[config.mk]
export PLATFORM = sky130hd
export DESIGN_NAME = burst_addr_unit
export DESIGN_NICKNAME = d
export VERILOG_FILES = /design/src/rtl/burst_addr_pkg.sv /design/src/rtl/burst_rst_sync.sv /design/src/rtl/burst_op_decode.sv /design/src/rtl/burst_addr_select.sv /design/src/rtl/burst_cnt_reg.sv /design/src/rtl/burst_addr_unit.sv
export SDC_FILE = /design/constraint.sdc
export NUM_CORES = 1
export LEC_CHECK = 0
export ABC_AREA = 1
export BUFFER_PORTS_ARGS = -buffer_cell sky130_fd_sc_hd__buf_2
export CORE_MARGIN = 2
export CORE_UTILIZATION = 25
export CTS_BUF_LIST = sky130_fd_sc_hd__clkbuf_8
export DETAILED_ROUTE_END_ITERATION = 12
export MAX_ROUTING_LAYER = met4
export PLACE_DENSITY_LB_ADDON = 0.2
export SLEW_MARGIN = 10
export SYNTH_ARGS = -nofsm -noshare
export SYNTH_HDL_FRONTEND = slang
export SYNTH_SLANG_ARGS = --single-unit
export TNS_END_PERCENT = 50
[constraint.sdc]
create_clock -name clk -period 1.3 [get_ports clk]
set_input_delay 0.065 -clock clk [delete_from_list [all_inputs] [get_ports clk]]
set_output_delay 0.065 -clock clk [all_outputs]
set_load 0.005 [all_outputs]
[src/rtl/burst_addr_pkg.sv]
package burst_addr_pkg;
  // Operation selected for the current cycle, highest priority last.
  typedef enum logic [1:0] {
    OP_HOLD  = 2'd0,
    OP_STEP  = 2'd1,
    OP_LOAD  = 2'd2,
    OP_CLEAR = 2'd3
  } burst_op_e;
endpackage

[src/rtl/burst_rst_sync.sv]
module burst_rst_sync #(
  parameter int STAGES = 2
) (
  input  logic clk,
  input  logic arst_n,
  output logic srst_n
);
  logic [STAGES-1:0] chain_q;

  always_ff @(posedge clk or negedge arst_n) begin
    if (!arst_n) chain_q <= '0;
    else         chain_q <= {chain_q[STAGES-2:0], 1'b1};
  end

  assign srst_n = chain_q[STAGES-1];
endmodule

[src/rtl/burst_op_decode.sv]
module burst_op_decode
  import burst_addr_pkg::*;
(
  input  logic      strobe_n,
  input  logic      cnt_en_n,
  input  logic      cnt_clr_n,
  output burst_op_e op
);
  always_comb begin
    if (!cnt_clr_n)     op = OP_CLEAR;
    else if (!strobe_n) op = OP_LOAD;
    else if (!cnt_en_n) op = OP_STEP;
    else                op = OP_HOLD;
  end
endmodule

[src/rtl/burst_addr_select.sv]
module burst_addr_select
  import burst_addr_pkg::*;
#(
  parameter int AW = 13
) (
  input  burst_op_e        op,
  input  logic [AW-1:0]    ext_addr,
  input  logic [AW-1:0]    cnt_q,
  output logic [AW-1:0]    sel_addr
);
  localparam logic [AW-1:0] ONE = AW'(1);

  always_comb begin
    unique case (op)
      OP_CLEAR: sel_addr = '0;
      OP_LOAD:  sel_addr = ext_addr;
      OP_STEP:  sel_addr = cnt_q + ONE;
      default:  sel_addr = cnt_q;
    endcase
  end
endmodule

[src/rtl/burst_cnt_reg.sv]
module burst_cnt_reg
  import burst_addr_pkg::*;
#(
  parameter int AW = 13
) (
  input  logic          clk,
  input  logic          rst_n,
  input  burst_op_e     op,
  input  logic [AW-1:0] sel_addr,
  output logic [AW-1:0] cnt_q
);
  logic          cnt_en;
  logic [AW-1:0] cnt_d;

  always_comb begin
    cnt_en = (op != OP_HOLD);
    cnt_d  = sel_addr;
  end

  always_ff @(posedge clk or negedge rst_n) begin
    if (!rst_n)      cnt_q <= '0;
    else if (cnt_en) cnt_q <= cnt_d;
  end
endmodule

[src/rtl/burst_addr_unit.sv]
module burst_addr_unit
  import burst_addr_pkg::*;
#(
  parameter int AW          = 13,
  parameter int SYNC_STAGES = 2
) (
  input  logic          clk,
  input  logic          rst_n,
  input  logic [AW-1:0] ext_addr,
  input  logic          strobe_n,
  input  logic          cnt_en_n,
  input  logic          cnt_clr_n,
  output logic [AW-1:0] acc_addr
);
  logic          rst_sync_n;
  burst_op_e     op;
  logic [AW-1:0] cnt_q;
  logic [AW-1:0] sel_addr;

  burst_rst_sync #(.STAGES(SYNC_STAGES)) u_rst (
    .clk    (clk),
    .arst_n (rst_n),
    .srst_n (rst_sync_n)
  );

  burst_op_decode u_dec (
    .strobe_n  (strobe_n),
    .cnt_en_n  (cnt_en_n),
    .cnt_clr_n (cnt_clr_n),
    .op        (op)
  );

  burst_addr_select #(.AW(AW)) u_sel (
    .op       (op),
    .ext_addr (ext_addr),
    .cnt_q    (cnt_q),
    .sel_addr (sel_addr)
  );

  burst_cnt_reg #(.AW(AW)) u_cnt (
    .clk      (clk),
    .rst_n    (rst_sync_n),
    .op       (op),
    .sel_addr (sel_addr),
    .cnt_q    (cnt_q)
  );

  assign acc_addr = sel_addr;
endmodule

==> flow_summary.rst <==
.. list-table::
   :header-rows: 1

   * - Metric
     - Value
   * - Die width
     - 67.04 um
   * - Pin count of the biggest net entering global routing
     - 14
   * - Path type of the worst setup path
     - flip-flop to output pin
   * - CTS H-tree lvls
     - 1
   * - Instance count of the mapped netlist
     - 143
   * - Die height
     - 67.04 um
   * - Number of buffers and inverters on the critical path
     - 1
   * - Synth Register Bits
     - 15
   * - Count of antenna-violating nets left after detailed routing
     - 0
   * - Reg clk slew, reported paths
     - 0.07 ns
   * - Slowest library cell on the worst path
     - sky130_fd_sc_hd__dfrtp_1
   * - Fraction of layout cells with a size suffix above 1
     - 37.30%
   * - Total nets after synthesis
     - 162
   * - Worst min-delay path endpoint
     - u_cnt.cnt_q[5]$_DFFE_PN0P_
   * - Sequential cell area
     - 377.9 um2
   * - Cell breakdown of the critical path
     - ha_4 -> nand2_2 -> nor2_4 -> nand4_1 -> nand3_1 -> nand3_1 -> buf_2
   * - Effective utilization at floorplan
     - 26.54%
   * - GR Overflow Total
     - 0
   * - Depth of the worst hold-timing path
     - 3
   * - Layout Skew
     - 0.004996 ns
   * - Maximum count of clock buffers along a single path
     - 2
   * - Clk sink count
     - 15
   * - Final std cells w/o fill
     - 233
   * - Total global-route track usage
     - 12.78%
   * - Vias in the first global route
     - 983
   * - Final hold violation count
     - 0
   * - Post-synth top area cell
     - sky130_fd_sc_hd__dfrtp_1
   * - Slew at the pin with the worst max-slew slack
     - 0.5839 ns
   * - Global-route wire length before repair
     - 4222 um
   * - Most prevalent standard cell on the critical path
     - sky130_fd_sc_hd__nand3_1
   * - Number of pins exceeding their max-slew limit in the final report
     - 0
   * - Sum of met3 wire segment lengths after detailed routing
     - 115 um
   * - Reg-to-Reg Start
     - u_cnt.cnt_q[1]$_DFFE_PN0P_
   * - Fmax achieved
     - 637.1 MHz
   * - Worst EP required
     - 1.24 ns
   * - Worst Setup Slack, final
     - -0.2695 ns
   * - Total via count after detailed routing
     - 1,060
   * - Peak ir drop on the vdd network
     - 616.4 uV
   * - Routed WL per cell
     - 11.18 um
   * - Slack of the worst reg-to-reg path
     - 0 ns
   * - Static leakage
     - 0.7115 nW
   * - Post-Route Hold Slack
     - 0.04929 ns
   * - Cell area power density
     - 804.6 nW/um2
   * - Minimum clock period
     - 1.570 ns
   * - DRC violation count after routing
     - 0
   * - Average cell area after synthesis
     - 6.947 um2
   * - Unique masters post-synth
     - 23
   * - Clock tree from TritonCTS
     - built
   * - Half-perimeter wire length after placement
     - 1976 um
   * - RR Endpoint
     - u_cnt.cnt_q[6]$_DFFE_PN0P_
   * - Instance count after placement with tap cells included
     - 227
   * - Worst Path Arrival
     - 1.50 ns
   * - Final weighted congestion in routability-driven placement
     - 0.8031
   * - Port buffer count
     - 30
   * - Setup Viol. Count Final
     - 11
   * - Max incr delay on CP
     - 0.41 ns
   * - Area inside the core boundary
     - 3744 um2
   * - Highest routed metal layer
     - met4
   * - Maximum fanout count along the critical path
     - 6
   * - Wire length on met1
     - 1246 um
   * - Met2 layer wire length in the routed design
     - 1212 um
   * - Total wire length after detailed routing
     - 2605 um
   * - Initial antenna violation count
     - 0
   * - First-pass detailed-route iteration total
     - 4
   * - Post-detailed-route via-to-cell ratio
     - 4.549
   * - Violations in the final reports
     - setup timing
   * - Run status
     - finished, violations left
   * - Yosys top cell area share
     - 37.78%
   * - RSZ-0062 raised after global routing
     - true
   * - FP Rows
     - 22
   * - CP Capture Type
     - output pin
   * - Final #Nets
     - 205
   * - Worst rel slew slack
     - 61.08%
   * - Cell family contributing the most delay on the critical path
     - simple AND/OR/NAND/NOR gates
   * - Synthesis warning total
     - 0
   * - Multi-input gate area in the final layout
     - 634.4 um2
   * - Synthesis-to-finish area growth
     - 39.92%
   * - Worst hold path startpoint
     - ext_addr[5]
   * - Length in cells of the worst reg-to-reg path
     - 8
   * - Crit path launch type
     - flip-flop
   * - Area enclosed by the die boundary
     - 4494 um2
   * - Largest cells by area after synthesis
     - sky130_fd_sc_hd__dfrtp_1 38%, sky130_fd_sc_hd__nand3_1 20%, sky130_fd_sc_hd__nand2_1 17%
   * - Cell Area, Synth
     - 993.5 um2
   * - Setup TNS
     - -2.602 ns
   * - CTS root buffer
     - sky130_fd_sc_hd__clkbuf_8
   * - Worst-Skew Late Latency
     - 0.26 ns
   * - Top-level port count
     - 31
   * - Number of buffers created by CTS
     - 3
   * - Count of routing violations after the opening detailed-route iteration
     - 24
   * - Final worst path period share
     - 120.7%
   * - Filler Cells Inserted
     - 434
   * - Seq/Total Area, Yosys
     - 37.78%
   * - Class of the worst hold path
     - primary input to flip-flop
   * - Diode insertion count for antenna repair
     - 0
   * - Max-Cap Viols
     - 0
cells in the mapped netlist:
| master | instances |
|---|---|
| sky130_fd_sc_hd__o21ai_2 | 1 |
| sky130_fd_sc_hd__nand2_1 | 46 |
| sky130_fd_sc_hd__nor2_2 | 3 |
| sky130_fd_sc_hd__nand3_2 | 1 |
| sky130_fd_sc_hd__or2_2 | 2 |
| sky130_fd_sc_hd__nand3_1 | 39 |
| sky130_fd_sc_hd__inv_1 | 9 |
| sky130_fd_sc_hd__nand2_2 | 1 |
| sky130_fd_sc_hd__nor2_1 | 6 |
| sky130_fd_sc_hd__or2_1 | 1 |
| sky130_fd_sc_hd__buf_2 | 1 |
| sky130_fd_sc_hd__buf_4 | 1 |
| sky130_fd_sc_hd__inv_2 | 1 |
| sky130_fd_sc_hd__clkinv_1 | 1 |
| sky130_fd_sc_hd__ha_1 | 1 |
| sky130_fd_sc_hd__dfrtp_1 | 15 |
| sky130_fd_sc_hd__nand4_1 | 3 |
| sky130_fd_sc_hd__conb_1 | 1 |
| sky130_fd_sc_hd__o21ai_0 | 2 |
| sky130_fd_sc_hd__a21oi_1 | 2 |
| sky130_fd_sc_hd__o211ai_1 | 2 |
| sky130_fd_sc_hd__nor2_4 | 3 |
| sky130_fd_sc_hd__a21o_1 | 1 |
per-stage QoR:
stage | power, W | worst slack [ns] | instance area (um2) | util (%)
2_1_floorplan | 0.0006249 | 0.006574 | 993.5 | -
3_3_place_gp | 0.0007170 | -0.04262 | 1251 | 33.42
3_5_place_dp | 0.0007209 | -0.06374 | 1251 | 33.42
4_1_cts | 0.001118 | -0.2775 | 1334 | 35.63
5_1_grt | 0.001185 | -0.3517 | 1390 | 37.13
6_report | 0.001118 | -0.2695 | 1390 | 37.13
where the power goes:
| part | switching, W | internal, W | total, W | leakage, nW |
|---|---|---|---|---|
| Combinational | 0.0000957 | 0.0000959 | 0.000192 | 0.492 |
| Clock | 0.000177 | 0.000210 | 0.000387 | 0.0269 |
| Sequential | 0.0000435 | 0.000496 | 0.000540 | 0.193 |
cell families (layout without fill, tap and decap cells):
| kind of cell | Yosys count | in the layout | share of synthesized area, % |
|---|---|---|---|
| AND/OR/NAND/NOR | 105 | 105 | 50.00 |
| flip-flops | 15 | 15 | 37.78 |
| buffers and inverters | 13 | 55 | 5.414 |
| AO/OA/AOI/OAI | 8 | 8 | 5.164 |
| adder cells (fa/ha/maj) | 1 | 1 | 1.259 |
| other | 1 | 1 | 0.3775 |
layout make-up:
type                            instances  area share (%)
Clock buffer                            3           2.970
Clock inverter                          1          0.2700
Inverter                               11           2.970
Multi-Input combinational cell        115           45.63
Sequential cell                        15           27.18
Tap cell                               48           4.320
Timing Repair Buffer                   40           16.65
routing by layer:
| metal | track usage (%) | vias up |
|---|---|---|
| met5 | - | - |
| met4 | 4.592 | 0 |
| met3 | 3.041 | 6 |
| met2 | 20.30 | 20 |
| met1 | 15.76 | 474 |
| li1 | - | 560 |
state kept, by name, indices dropped and copies added (netlist names):
name / count
u_cnt.cnt_q: 13
u_rst.chain_q: 2
worst max path at each step:
| stage | startpoint | endpoint | slack, ns | cells after the start |
|---|---|---|---|---|
| 2_1_floorplan | u_cnt.cnt_q[0]$_DFFE_PN0P_ | u_cnt.cnt_q[6]$_DFFE_PN0P_ | 0.007 | 6 |
| 3_3_place_gp | u_cnt.cnt_q[0]$_DFFE_PN0P_ | acc_addr[6] | -0.04 | 7 |
| 3_5_place_dp | u_cnt.cnt_q[0]$_DFFE_PN0P_ | acc_addr[6] | -0.06 | 7 |
| 4_1_cts | u_cnt.cnt_q[1]$_DFFE_PN0P_ | acc_addr[12] | -0.28 | 7 |
| 5_1_grt | u_cnt.cnt_q[1]$_DFFE_PN0P_ | acc_addr[11] | -0.35 | 7 |
| 6_report | u_cnt.cnt_q[1]$_DFFE_PN0P_ | acc_addr[12] | -0.27 | 7 |
layout by cell type, fill, tap and decap left out, types with 2 or more instances in the layout:
cell	Yosys	layout
sky130_fd_sc_hd__inv_2	1	2
sky130_fd_sc_hd__o211ai_1	2	2
sky130_fd_sc_hd__nand4_1	3	3
sky130_fd_sc_hd__nor2_1	6	6
sky130_fd_sc_hd__buf_2	1	30
sky130_fd_sc_hd__o21ai_1	0	2
sky130_fd_sc_hd__nor2_2	3	2
sky130_fd_sc_hd__nor2_4	3	4
sky130_fd_sc_hd__nand2_1	46	44
sky130_fd_sc_hd__nand3_2	1	10
sky130_fd_sc_hd__nand2_2	1	3
sky130_fd_sc_hd__a21oi_1	2	2
sky130_fd_sc_hd__clkbuf_8	0	3
sky130_fd_sc_hd__inv_1	9	9
sky130_fd_sc_hd__nand3_1	39	30
sky130_fd_sc_hd__dfrtp_2	0	2
sky130_fd_sc_hd__buf_4	1	8
sky130_fd_sc_hd__dfrtp_1	15	13
worst reg2reg max path, delay by kind of cell (launching register included):
kind,cells,cell delay [ns]
DFF,1,0.41
and+or+nand+nor,5,0.34
buffers and inverters,2,0.25
adders and majority gates,1,0.17
repair_timing:
item	in CTS	in global routing
pin swaps	5	6
hold endpoints to repair	2	0
gates resized for setup	10	11
setup endpoints to repair	12	14
buffers inserted	0	1
hold buffers	1	0
Note: power is estimated with default switching activity, not from simulation.
